`config.mk`:
```
export PLATFORM = sky130hd
export DESIGN_NAME = cp_supervisor
export DESIGN_NICKNAME = d
export VERILOG_FILES = /design/src/rtl/cp_supervisor_pkg.sv /design/src/rtl/cp_edge_sync.sv /design/src/rtl/cp_pwrup_timer.sv /design/src/rtl/cp_mode_ctl.sv /design/src/rtl/cp_supervisor.sv
export SDC_FILE = /design/constraint.sdc
export NUM_CORES = 1
export LEC_CHECK = 0
export ABC_AREA = 1
export BUFFER_PORTS_ARGS = -buffer_cell sky130_fd_sc_hd__buf_2
export CAP_MARGIN = 15
export CORE_MARGIN = 3
export CORE_UTILIZATION = 58
export CTS_CLUSTER_SIZE = 28
export DETAILED_ROUTE_END_ITERATION = 6
export MAX_ROUTING_LAYER = met4
export PLACE_DENSITY = 0.89
export SETUP_SLACK_MARGIN = 0.3
export SLEW_MARGIN = 20
export SYNTH_ARGS = -nofsm -noshare
export SYNTH_HDL_FRONTEND = slang
export SYNTH_HIERARCHICAL = 1
export SYNTH_SLANG_ARGS = --single-unit
export TNS_END_PERCENT = 30
```
`constraint.sdc`:
```
create_clock -name clk -period 2.92 [get_ports clk]
set_input_delay 0.146 -clock clk [delete_from_list [all_inputs] [get_ports clk]]
set_output_delay 0.146 -clock clk [all_outputs]
set_load 0.05 [all_outputs]
```
`src/rtl/cp_supervisor_pkg.sv`:
```
package cp_supervisor_pkg;
   typedef enum logic [1:0] {
      MODE_STRAP = 2'd0,
      MODE_I2C   = 2'd1,
      MODE_SPI   = 2'd2
   } port_mode_e;
endpackage

```
`src/rtl/cp_edge_sync.sv`:
```
module cp_edge_sync #(
   parameter int STAGES    = 2,
   parameter bit WANT_RISE = 1'b1
) (
   input  logic clk,
   input  logic rst_n,
   input  logic din,
   output logic edge_pulse
);
   if (STAGES < 2) begin : g_bad_stages
      $error("cp_edge_sync: STAGES must be at least 2");
   end

   logic sh [STAGES];
   logic prev;
   logic [STAGES:0] fill;

   for (genvar g = 0; g < STAGES; g++) begin : g_stage
      if (g == 0) begin : g_first
         always_ff @(posedge clk or negedge rst_n) begin
            if (!rst_n) sh[g] <= 1'b0;
            else        sh[g] <= din;
         end
      end else begin : g_next
         always_ff @(posedge clk or negedge rst_n) begin
            if (!rst_n) sh[g] <= 1'b0;
            else        sh[g] <= sh[g-1];
         end
      end
   end

   // history register and arming shift: edges count only once real samples fill the chain
   always_ff @(posedge clk or negedge rst_n) begin
      if (!rst_n) begin
         prev <= 1'b0;
         fill <= '0;
      end else begin
         prev <= sh[STAGES-1];
         fill <= {fill[STAGES-1:0], 1'b1};
      end
   end

   if (WANT_RISE) begin : g_rise
      assign edge_pulse = fill[STAGES] & sh[STAGES-1] & ~prev;
   end else begin : g_fall
      assign edge_pulse = fill[STAGES] & ~sh[STAGES-1] & prev;
   end
endmodule

```
`src/rtl/cp_pwrup_timer.sv`:
```
module cp_pwrup_timer #(
   parameter int FRAMES = 1024
) (
   input  logic clk,
   input  logic rst_n,
   input  logic frame_tick,
   input  logic halt,
   output logic done
);
   if (FRAMES < 1) begin : g_bad_frames
      $error("cp_pwrup_timer: FRAMES must be at least 1");
   end

   localparam int CW = $clog2(FRAMES + 1);
   localparam logic [CW-1:0] LAST = CW'(FRAMES - 1);

   logic [CW-1:0] cnt;

   always_ff @(posedge clk or negedge rst_n) begin
      if (!rst_n) begin
         cnt  <= '0;
         done <= 1'b0;
      end else if (!done && !halt && frame_tick) begin
         cnt <= cnt + 1'b1;
         if (cnt == LAST) done <= 1'b1;
      end
   end
endmodule

```
`src/rtl/cp_mode_ctl.sv`:
```
module cp_mode_ctl
   import cp_supervisor_pkg::*;
(
   input  logic       clk,
   input  logic       rst_n,
   input  logic       cpen_wr,
   input  logic       cs_fall,
   input  logic       pwrup_done,
   output port_mode_e mode,
   output logic       dflt_load,
   output logic       late_en
);
   always_ff @(posedge clk or negedge rst_n) begin
      if (!rst_n) begin
         mode      <= MODE_STRAP;
         dflt_load <= 1'b0;
         late_en   <= 1'b0;
      end else begin
         dflt_load <= 1'b0;
         unique case (mode)
            MODE_STRAP: if (cpen_wr) begin
               mode      <= MODE_I2C;
               dflt_load <= 1'b1;
               late_en   <= pwrup_done;
            end
            MODE_I2C: if (cs_fall) mode <= MODE_SPI;
            MODE_SPI: mode <= MODE_SPI;
            default:  mode <= MODE_STRAP;
         endcase
      end
   end
endmodule

```
`src/rtl/cp_supervisor.sv`:
```
module cp_supervisor
   import cp_supervisor_pkg::*;
#(
   parameter int PWRUP_FRAMES = 1024,
   parameter int SYNC_STAGES  = 2,
   parameter bit LRCK_RISE    = 1'b1
) (
   input  logic clk,
   input  logic rst_n,
   input  logic lrck,
   input  logic cpen_wr,
   input  logic cs_pin,
   output logic port_active,
   output logic i2c_sel,
   output logic spi_sel,
   output logic dflt_load,
   output logic pwrup_done,
   output logic late_en
);
   logic       frame_tick;
   logic       cs_fall;
   port_mode_e mode;

   cp_edge_sync #(.STAGES(SYNC_STAGES), .WANT_RISE(LRCK_RISE)) i_lrck_sync (
      .clk(clk), .rst_n(rst_n), .din(lrck), .edge_pulse(frame_tick)
   );

   cp_edge_sync #(.STAGES(SYNC_STAGES), .WANT_RISE(1'b0)) i_cs_sync (
      .clk(clk), .rst_n(rst_n), .din(cs_pin), .edge_pulse(cs_fall)
   );

   cp_pwrup_timer #(.FRAMES(PWRUP_FRAMES)) i_timer (
      .clk(clk), .rst_n(rst_n), .frame_tick(frame_tick),
      .halt(port_active), .done(pwrup_done)
   );

   cp_mode_ctl i_mode (
      .clk(clk), .rst_n(rst_n), .cpen_wr(cpen_wr), .cs_fall(cs_fall),
      .pwrup_done(pwrup_done), .mode(mode), .dflt_load(dflt_load),
      .late_en(late_en)
   );

   assign port_active = (mode != MODE_STRAP);
   assign i2c_sel     = (mode == MODE_I2C);
   assign spi_sel     = (mode == MODE_SPI);
endmodule

```
==> qor.yml <==
synth:
  syn_avg_cell_area_um2: 10.2
  yosysSeqAreaShare_pct: 59.8
  synth_edf_count: 0
  yosysWarnings: 6
  synth_ff_type: "dfrtp_1"
  syn-num-nets: 124
  synth.most_common_cell: "nand2_1"
  async_flop_share_pct: 100
  ys_types: 18
  yosysTopAreaCellShare_pct: 59.8
  synthTopCellsByCount: "nand2_1 (31), dfrtp_1 (28), inv_1 (17)"
  yosysTopAreaCell: "dfrtp_1"
  synthesis.area_um2: 1170
  syn-instance-count: 115
  ys_ff_latch: 28
  synth_area_leaders: "dfrtp_1 (60%), nand2_1 (9.9%), inv_1 (5.4%), ha_1 (4.3%), xor2_1 (3.0%)"
setup_path:
  start_kind: "flip-flop"
  crit_required_ns: 3.15
  crit_arrival_ns: 1.58
  r2r_setup_slack_ns: 1.57
  cp_max_fo: 6
  cp-end-kind: "flip-flop"
  crit_type: "reg -> reg"
  ff2ff_path_depth: 8
floorplanning:
  core_um2: 1820
  start_util_pct: 64.4
  die_w_um: 51.0
  rows: 15
  ioPinCount: 11
  die_area_um2: 2600
  fp.dieH_um: 51.0
cts:
  ctsResizeCount: 0
  cts-root-buf: "clkbuf_4"
  numClockSinks: 28
  htree_levels: 1
  cts_inserted_buffers: 3
  clkSlewWorstSetupHoldPaths_ns: 0.14
  clk_latency_ns: 0.32
  cts_tree: "built"
  cts_buffer_depth: 2
global_routing:
  grt_max_degree: 29
  use_met3_pct: 4.08
  grt_remaining_overflow: 0
  use_met2_pct: 33.3
  top_usage_layer: "met2"
  grt_antenna_before_repair: 0
  grt_pass1_wl_mm: 3.50
  grt_pass1_vias: 852
  grt_use_total_pct: 19.1
  met1_usage_pct: 20.9
routing:
  drtIter0Drc: 7
  first_pass_iters: 4
  vias_per_cell: 4.85
  drc: 0
  drt-wirelength-per-cell_um: 12.4
  vias: 762
  drt_wl_total_mm: 1.94
  ant_nets: 0
timing:
  max_freq_mhz: 740
  slew_violations: 0
  setup_viol: 0
  worstMarginPinSlew_ns: 0.584
  fin_tns_setup_ns: 0
  maxSlewHeadroom_pct: 61.1
  finClkSkew_ns: 0.00598
  hold_violations: 0
  rsz0062_at_grt: "no"
  min_period_ns: 1.35
  fin_crit_sh_pct: 46.3
final_layout:
  final_layout_size_suffix_gt1_share_pct: 22.0
  stdcell_area_um2: 1340
  area_growth_pct: 14.0
  fin_nets: 142
  n_antenna_cell: 0
placement:
  dpl-instance-area_um2: 1250
  place.gp.congestion: 0.817
  dp_hpwl_mm: 1.38
  portBuffers: 10
pwr:
  powerDensity_nw_per_um2: 783
  vdd_ir_drop_max_mv: 0.431
  p_leak_nw: 0.722
flow_run:
  drv_cap: 0
run_status:
  run_status: "completed"
hold_path:
  hold_depth: 3
  hold_class: "in -> reg"
-- cell families (layout without fill, tap and decap cells) --
group,after synthesis,count (layout),synth area share (%)
flip-flops,28,28,59.8
XOR/XNOR,6,6,4.48
buffers and inverters,19,36,6.08
other,2,2,0.641
adder cells (fa/ha/maj),4,4,4.27
AND/OR/NAND/NOR,56,56,24.8
-- area by class of cell --
type	instances	area, um2
Sequential cell	28	701
Fill cell	135	484
Multi-Input combinational cell	68	400
Timing Repair Buffer	13	80.1
Inverter	19	71.3
Tap cell	25	31.3
Clock inverter	1	30.0
Clock buffer	3	22.5
-- through the flow --
step / cells / setup WS, ns / total power [W] / util [%] / hold WS, ns
2_1_floorplan: 115 / 1.32 / 0.000722 / - / -0.150
3_3_place_gp: 150 / 1.64 / 0.000777 / 68.9 / 0.178
3_5_place_dp: 150 / 1.58 / 0.000803 / 68.9 / 0.178
4_1_cts: 157 / 1.57 / 0.00105 / 73.4 / 0.0511
5_1_grt: 157 / 1.43 / 0.00111 / 73.4 / 0.0860
6_report: 157 / 1.57 / 0.00105 / 73.4 / 0.0570
-- worst paths after layout --
path,start,end
max,i_mode/mode[1],i_timer/cnt[10]
min,cpen_wr,i_mode/dflt_load
max reg2reg,i_mode/mode[1],i_timer/cnt[10]
min reg2reg,i_cs_sync/fill[1],i_cs_sync/fill[2]
max in group asynchronous,rst_n,i_timer/cnt[2]
min in group asynchronous,rst_n,i_mode/dflt_load
-- cell usage in the layout (no fill, tap or decap) --
| cell type | synthesis | layout |
|---|---|---|
| inv_1 | 17 | 17 |
| xnor2_1 | 2 | 2 |
| bufinv_16 | 0 | 1 |
| xor2_1 | 4 | 4 |
| inv_2 | 2 | 2 |
| nand2_1 | 31 | 31 |
| nand4_1 | 3 | 3 |
| nand2_4 | 2 | 2 |
| nand3_2 | 2 | 2 |
| nor3_2 | 1 | 1 |
| clkbuf_4 | 0 | 3 |
| nor2_4 | 2 | 2 |
| nor2_2 | 4 | 4 |
| dlygate4sd3_1 | 0 | 3 |
| nor3_1 | 1 | 1 |
| ha_1 | 4 | 4 |
| dfrtp_1 | 28 | 28 |
| buf_2 | 0 | 10 |
| nand2_2 | 2 | 2 |
| conb_1 | 2 | 2 |
| nand3_1 | 6 | 6 |
| nor2_1 | 2 | 2 |
-- critical path, stage by stage, from the launching register on --
cell and delay [ns]:
dfrtp_1 0.44, inv_1 0.09, nand2_1 0.08, nor2_2 0.15
nand2_4 0.11, nor2_4 0.16, nand3_1 0.11, nand2_1 0.08
nand2_1 0.05
-- timing repair --
action / in CTS / in global routing
endpoints found under the setup margin: 0 / 0
endpoints found under the hold margin: 30 / 0
setup buffers: 0 / 0
hold buffers: 3 / 0
-- routing by layer --
layer,vias up,routed length (um)
li1,374,-
met1,370,786
met2,14,1040
met3,4,80
met4,0,34
met5,-,0
-- state kept, by name, summed over array words and instances, names as in the netlist --
name              count
i_mode/dflt_load      1
i_timer/cnt          11
i_lrck_sync/sh        2
i_lrck_sync/fill      3
i_cs_sync/prev        1
i_lrck_sync/prev      1
i_timer/done          1
i_mode/mode           2
i_cs_sync/sh          2
i_cs_sync/fill        3
i_mode/late_en        1
-- power by group --
part,total (W),switching (W),internal [W]
logic,0.000322,0.000225,0.0000978
clock network,0.000246,0.000107,0.000139
registers,0.000477,0.0000426,0.000435
No activity file was read; power rests on OpenSTA's default activity.
